## src/rtl/tx_buf_pkg.sv

```systemverilog
package tx_buf_pkg;
  typedef struct packed {
    logic clear;
    logic push;
    logic pop;
  } buf_op_t;
endpackage

```

## src/rtl/tx_buf_store.sv

```systemverilog
module tx_buf_store #(
  parameter int DATA_W = 32,
  parameter int DEPTH  = 32,
  localparam int PTR_W = (DEPTH > 1) ? $clog2(DEPTH) : 1
) (
  input  logic              clk_i,
  input  logic              we_i,
  input  logic [PTR_W-1:0]  waddr_i,
  input  logic [DATA_W-1:0] wdata_i,
  input  logic [PTR_W-1:0]  raddr_i,
  output logic [DATA_W-1:0] rdata_o
);
  logic [DATA_W-1:0] mem_q [DEPTH];

  always_ff @(posedge clk_i) begin
    if (we_i) mem_q[waddr_i] <= wdata_i;
  end

  // head word falls through without a read cycle
  assign rdata_o = mem_q[raddr_i];
endmodule

```

## src/rtl/tx_buf_ctrl.sv

```systemverilog
module tx_buf_ctrl
  import tx_buf_pkg::*;
#(
  parameter int DEPTH     = 32,
  parameter int HALF_MARK = DEPTH / 2,
  localparam int PTR_W = (DEPTH > 1) ? $clog2(DEPTH) : 1,
  localparam int CNT_W = $clog2(DEPTH + 1)
) (
  input  logic             clk_i,
  input  logic             rst_ni,
  input  buf_op_t          op_i,
  output logic [PTR_W-1:0] wr_ptr_o,
  output logic [PTR_W-1:0] rd_ptr_o,
  output logic             empty_o,
  output logic             half_o,
  output logic             full_o
);
  logic [PTR_W-1:0] wr_q, rd_q, wr_nxt, rd_nxt;
  logic [CNT_W-1:0] count_q;

  generate
    if ((DEPTH & (DEPTH - 1)) == 0) begin : g_pow2
      assign wr_nxt = wr_q + PTR_W'(1);
      assign rd_nxt = rd_q + PTR_W'(1);
    end else begin : g_mod
      assign wr_nxt = (wr_q == PTR_W'(DEPTH - 1)) ? '0 : wr_q + PTR_W'(1);
      assign rd_nxt = (rd_q == PTR_W'(DEPTH - 1)) ? '0 : rd_q + PTR_W'(1);
    end
  endgenerate

  always_ff @(posedge clk_i or negedge rst_ni) begin
    if (!rst_ni) begin
      wr_q    <= '0;
      rd_q    <= '0;
      count_q <= '0;
    end else if (op_i.clear) begin
      wr_q    <= '0;
      rd_q    <= '0;
      count_q <= '0;
    end else begin
      if (op_i.push) wr_q <= wr_nxt;
      if (op_i.pop)  rd_q <= rd_nxt;
      case ({op_i.push, op_i.pop})
        2'b10:   count_q <= count_q + CNT_W'(1);
        2'b01:   count_q <= count_q - CNT_W'(1);
        default: count_q <= count_q;
      endcase
    end
  end

  assign wr_ptr_o = wr_q;
  assign rd_ptr_o = rd_q;
  assign empty_o  = (count_q == '0);
  assign full_o   = (count_q == CNT_W'(DEPTH));
  assign half_o   = (count_q >= CNT_W'(HALF_MARK));


  count_bound_chk: assert property (@(posedge clk_i) disable iff (!rst_ni)
    count_q <= CNT_W'(DEPTH));

  clear_empties_chk: assert property (@(posedge clk_i) disable iff (!rst_ni)
    op_i.clear |=> empty_o && (wr_ptr_o == rd_ptr_o));

  push_pop_hold_chk: assert property (@(posedge clk_i) disable iff (!rst_ni)
    op_i.push && op_i.pop && !op_i.clear |=> $stable(count_q));

  pointer_match_chk: assert property (@(posedge clk_i) disable iff (!rst_ni)
    (empty_o || full_o) |-> (wr_ptr_o == rd_ptr_o));
endmodule

```

## src/rtl/tx_buf_release.sv

```systemverilog
module tx_buf_release (
  input  logic clk_i,
  input  logic rst_ni,
  input  logic clear_i,
  input  logic send_i,
  input  logic load_end_i,
  input  logic auto_send_i,
  input  logic push_i,
  input  logic empty_i,
  input  logic word_done_i,
  output logic release_o
);
  logic rel_q, open_req, close_req;

  assign open_req  = send_i || (load_end_i && auto_send_i);
  // closes only once nothing is left and nothing is arriving
  assign close_req = empty_i && !push_i && word_done_i;

  always_ff @(posedge clk_i or negedge rst_ni) begin
    if (!rst_ni)        rel_q <= 1'b0;
    else if (clear_i)   rel_q <= 1'b0;
    else if (open_req)  rel_q <= 1'b1;
    else if (close_req) rel_q <= 1'b0;
  end

  assign release_o = rel_q;


  send_opens_chk: assert property (@(posedge clk_i) disable iff (!rst_ni)
    send_i && !clear_i |=> release_o);

  auto_opens_chk: assert property (@(posedge clk_i) disable iff (!rst_ni)
    load_end_i && auto_send_i && !clear_i |=> release_o);

  close_cause_chk: assert property (@(posedge clk_i) disable iff (!rst_ni)
    $fell(release_o) |-> $past(clear_i) || ($past(word_done_i) && $past(empty_i)));

  hold_open_chk: assert property (@(posedge clk_i) disable iff (!rst_ni)
    release_o && !empty_i && !clear_i |=> release_o);
endmodule

```

## src/rtl/tx_word_buffer.sv

```systemverilog
module tx_word_buffer
  import tx_buf_pkg::*;
#(
  parameter int DATA_W    = 32,
  parameter int DEPTH     = 32,
  parameter int HALF_MARK = DEPTH / 2,
  localparam int PTR_W = (DEPTH > 1) ? $clog2(DEPTH) : 1
) (
  input  logic              clk_i,
  input  logic              rst_ni,
  input  logic              wr_valid_i,
  input  logic [DATA_W-1:0] wr_data_i,
  input  logic              load_end_i,
  input  logic              clear_i,
  input  logic              send_i,
  input  logic              auto_send_i,
  input  logic              pop_i,
  input  logic              word_done_i,
  output logic [DATA_W-1:0] rd_data_o,
  output logic              avail_o,
  output logic              release_o,
  output logic              empty_o,
  output logic              half_o,
  output logic              full_o
);
  buf_op_t          op;
  logic [PTR_W-1:0] wr_ptr, rd_ptr;

  // clear dominates; full drops loads; closed release drops pops
  assign op.clear = clear_i;
  assign op.push  = wr_valid_i && !full_o && !clear_i;
  assign op.pop   = pop_i && avail_o && !clear_i;
  assign avail_o  = release_o && !empty_o;

  tx_buf_ctrl #(.DEPTH(DEPTH), .HALF_MARK(HALF_MARK)) u_ctrl (
    .clk_i    (clk_i),
    .rst_ni   (rst_ni),
    .op_i     (op),
    .wr_ptr_o (wr_ptr),
    .rd_ptr_o (rd_ptr),
    .empty_o  (empty_o),
    .half_o   (half_o),
    .full_o   (full_o)
  );

  tx_buf_store #(.DATA_W(DATA_W), .DEPTH(DEPTH)) u_store (
    .clk_i   (clk_i),
    .we_i    (op.push),
    .waddr_i (wr_ptr),
    .wdata_i (wr_data_i),
    .raddr_i (rd_ptr),
    .rdata_o (rd_data_o)
  );

  tx_buf_release u_rel (
    .clk_i       (clk_i),
    .rst_ni      (rst_ni),
    .clear_i     (clear_i),
    .send_i      (send_i),
    .load_end_i  (load_end_i),
    .auto_send_i (auto_send_i),
    .push_i      (op.push),
    .empty_i     (empty_o),
    .word_done_i (word_done_i),
    .release_o   (release_o)
  );


  no_overflow_chk: assert property (@(posedge clk_i) disable iff (!rst_ni)
    full_o && wr_valid_i && !op.pop && !clear_i |=> full_o && $stable(rd_data_o));

  closed_pop_chk: assert property (@(posedge clk_i) disable iff (!rst_ni)
    pop_i && !avail_o && !wr_valid_i && !clear_i |=> $stable(rd_data_o) && $stable(empty_o));

  flag_excl_chk: assert property (@(posedge clk_i) disable iff (!rst_ni)
    !(empty_o && full_o) && !(empty_o && half_o));
endmodule

```

## config.mk

```make
export PLATFORM = sky130hd
export DESIGN_NAME = tx_word_buffer
export DESIGN_NICKNAME = d
export VERILOG_FILES = /design/src/rtl/tx_buf_pkg.sv /design/src/rtl/tx_buf_store.sv /design/src/rtl/tx_buf_ctrl.sv /design/src/rtl/tx_buf_release.sv /design/src/rtl/tx_word_buffer.sv
export SDC_FILE = /design/constraint.sdc
export NUM_CORES = 1
export LEC_CHECK = 0
export BUFFER_PORTS_ARGS = -buffer_cell sky130_fd_sc_hd__buf_2
export CORE_ASPECT_RATIO = 0.8
export CORE_MARGIN = 2
export CORE_UTILIZATION = 65
export CTS_CLUSTER_DIAMETER = 30
export DETAILED_ROUTE_END_ITERATION = 10
export PLACE_DENSITY = 0.8
export SLEW_MARGIN = 10
export SYNTH_ARGS = -nofsm -noshare
export SYNTH_HDL_FRONTEND = slang
export SYNTH_SLANG_ARGS = --single-unit
```

## constraint.sdc

```tcl
create_clock -name clk_i -period 6.3 [get_ports clk_i]
set_clock_uncertainty 0.1 [all_clocks]
set_input_delay 0.315 -clock clk_i [delete_from_list [all_inputs] [get_ports clk_i]]
set_output_delay 0.315 -clock clk_i [all_outputs]
set_load 0.02 [all_outputs]
```

==> results.ini <==
[synth]
syn_area_sq_mm=0.0403
synth.top_cell.area_share_pct=76.2
synth_area_leaders=edfxtp_1 (76%), mux2i_1 (8.1%), mux4_2 (7.1%)
synth_cell_types=48
synthArstFlopShare_pct=1.63
synthFlopType=edfxtp_1
avgSynthCellArea_sq_um=20.2
ys_warn_count=0
synthCells=1993
synth-edff-count=1024
ys_seq_area_share_pct=77.3
yosys.area.top_type=edfxtp_1
ys_ff_latch=1041
syn-num-nets=2044

[min_path]
worstHoldPathType=input pin to asynchronous set/reset pin

[placement]
place_congestion=0.809
pre_cts_ws_ns=2.46
place_hpwl_um=49000
io_buffer_count=77

[cts]
cts_max_path_buffers=3
cts.clk_slew.worst_paths_ns=0.05
clk_latency_ns=0.69
htreeDepth=4
cts_buffers=140
ctsResizeCount=0
cts_hold_buf=28
cts.sinks=1041
cts_root_buf=clkbuf_16
tritoncts=done
cts_setup_buffers=0

[pwr]
power_density_mw_per_mm2=345
p_leak_uw=0.0144
vdd_ir_drop_max_mv=0.284

[die]
core_sq_mm=0.0612
fp.dieH_um=227
placementRows=81
io_pins=78
die_x_um=283
start_util_pct=65.9
dieArea_sq_mm=0.0641

[global_route]
grt_pass1_wl_um=147000
grt_pass1_vias=22265
antenna_found_initial=3
grt_max_degree=142
grt.total_usage_pct=32.7
grt_overflow=0

[setup_path]
critPathTopFamily=simple AND/OR/NAND/NOR gates
critical_path_required_ns=5.88
cp.arrival_ns=4.28
slowest_delay_ns=1.03
critPathMaxFanout=35
critical_path_buf_inv_count=2
cp-start-kind=register
cp-end-kind=primary output
critical_path_class=register to primary output
path_cells=nor2b_4 -> buf_4 -> a22o_1 -> nor3_1 -> a31oi_1 -> o221ai_1 -> buf_2
crit_slowest_cell=nor2b_4

[job]
maxCapViolCount=0

[final_layout]
layout.nets=2230
drive_above_1_share_pct=22.9
area_growth_pct=16.2
fillers=3116

[drt]
route.detailed.wl_per_inst_um=32.7
drt_iter0_markers=3153
wl_um=102000
postRouteAntennaNets=0
via_per_inst=7.00
dr.pass1.iters=5
drc=0
vias=21858

[sta]
setup_tns_ns=0
fin_crit_ns=4.69
rsz0062_at_grt=false
max_slew_margin_pct=24.8
setup_violations=0
holdWs_ns=0.0319
hold_viol_final=0
drv_slew=0
min_period_over_period_pct=74.5
postLayoutSetupSlackWorst_ns=1.61
worstMarginPinSlew_ns=1.13
fmax_ghz=0.213

[outcome]
outcome=completed

stage by stage:
stage / total power (uW) / area [sq um] / utilization [%] / std cells
6_report: 16200 / 46900 / 76.6 / 3123
5_1_grt: 16500 / 46900 / 76.6 / 3123
4_1_cts: 16200 / 46900 / 76.6 / 3122
3_5_place_dp: 8510 / 42000 / 68.6 / 2839
3_3_place_gp: 8490 / 42000 / 68.6 / 2839
2_1_floorplan: 8230 / 40300 / - / 1993
cells in the final DEF (no fill, tap or decap), types with 5 or more instances in the layout:
master,instances
edfxtp_1,1024
mux2i_1,325
clkbuf_16,147
mux4_2,128
buf_2,77
a22oi_1,50
buf_4,47
a22o_1,46
nand2_1,42
a21oi_1,36
nor2_4,33
a31oi_1,32
o221ai_1,32
dlygate4sd3_1,28
nor3_1,23
nor2_1,22
clkinv_1,21
clkinv_2,21
clkbuf_1,16
clkinvlp_4,16
dfrtp_1,14
bufinv_16,13
clkinv_4,10
and3_1,9
ha_1,9
inv_6,9
xor2_1,6
xnor2_1,5
metal layers:
layer  routed length [um]  GRT usage [%]  part of all wire, %
met5                    0              0                    0
met4                 4070           14.7                  4.0
met3                12200           8.42                   12
met2                49200           51.3                   48
met1                36700           43.9                   36
synthesized netlist by cell type (3+ instances only):
| cell | n |
|---|---|
| a21oi_1 | 36 |
| a22o_1 | 46 |
| a22oi_1 | 50 |
| a31oi_1 | 32 |
| and3_1 | 9 |
| buf_1 | 12 |
| buf_2 | 50 |
| clkbuf_1 | 48 |
| dfrtp_1 | 17 |
| edfxtp_1 | 1024 |
| ha_1 | 9 |
| mux2i_1 | 325 |
| mux4_2 | 128 |
| nand2_1 | 42 |
| nand2b_1 | 3 |
| nand3_1 | 3 |
| nand3b_1 | 3 |
| nand4_1 | 3 |
| nor2_1 | 54 |
| nor2b_1 | 5 |
| nor3_1 | 23 |
| o221ai_1 | 32 |
| xnor2_1 | 5 |
| xor2_1 | 6 |
layout make-up:
| class | instances | area (sq um) | share of cell area [%] |
|---|---|---|---|
| multi-input cells | 839 | 8930 | 19.1 |
| flip-flops and latches | 1041 | 31200 | 66.5 |
| well taps | 830 | 1040 | 2.22 |
| repair buffers | 155 | 1080 | 2.30 |
| diodes | 1 | 2.50 | 0.00534 |
| inverters | 2 | 7.51 | 0.0160 |
| clock buffers | 163 | 3740 | 7.98 |
| clock inverters | 92 | 892 | 1.90 |
registers in the layout, indices dropped and copies added (netlist names):
register and count:
u_rel.release_o 1, u_store.mem_q 1024, u_ctrl.wr_ptr_o 5, u_ctrl.rd_ptr_o 5, u_ctrl.count_q 6
logic make-up after synthesis:
group / after synthesis / synth area share, %
and+or+nand+nor: 157 / 1.81
DFF: 1041 / 77.3
AOI/OAI and AO/OA: 206 / 3.79
adders and majority gates: 10 / 0.329
buffers and inverters: 113 / 1.23
xor gates and xnor gates: 12 / 0.307
muxes: 454 / 15.2
final timing paths:
kind | startpoint | endpoint | slack [ns] | depth (start not counted)
max in group asynchronous | rst_ni | u_ctrl.rd_ptr_o[1]$_DFFE_PN0P_ | 5.72 | 2
max reg2reg | u_ctrl.count_q[0]$_DFFE_PN0P_ | u_ctrl.count_q[5]$_DFFE_PN0P_ | 2.70 | 10
min | rst_ni | u_ctrl.rd_ptr_o[2]$_DFFE_PN0P_ | 0.03 | 2
max | u_ctrl.rd_ptr_o[2]$_DFFE_PN0P_ | rd_data_o[19] | 1.61 | 7
min in group clk_i | wr_data_i[30] | u_store.mem_q[0][30]$_DFFE_PP_ | 0.04 | 1
min reg2reg | u_ctrl.count_q[4]$_DFFE_PN0P_ | u_ctrl.count_q[4]$_DFFE_PN0P_ | 0.49 | 2
power by group:
group	internal [uW]	switching, uW
Combinational	271	458
Sequential	7650	33.2
Clock	4800	2980
Total	12700	3470
Note: power is estimated with default switching activity, not from simulation.
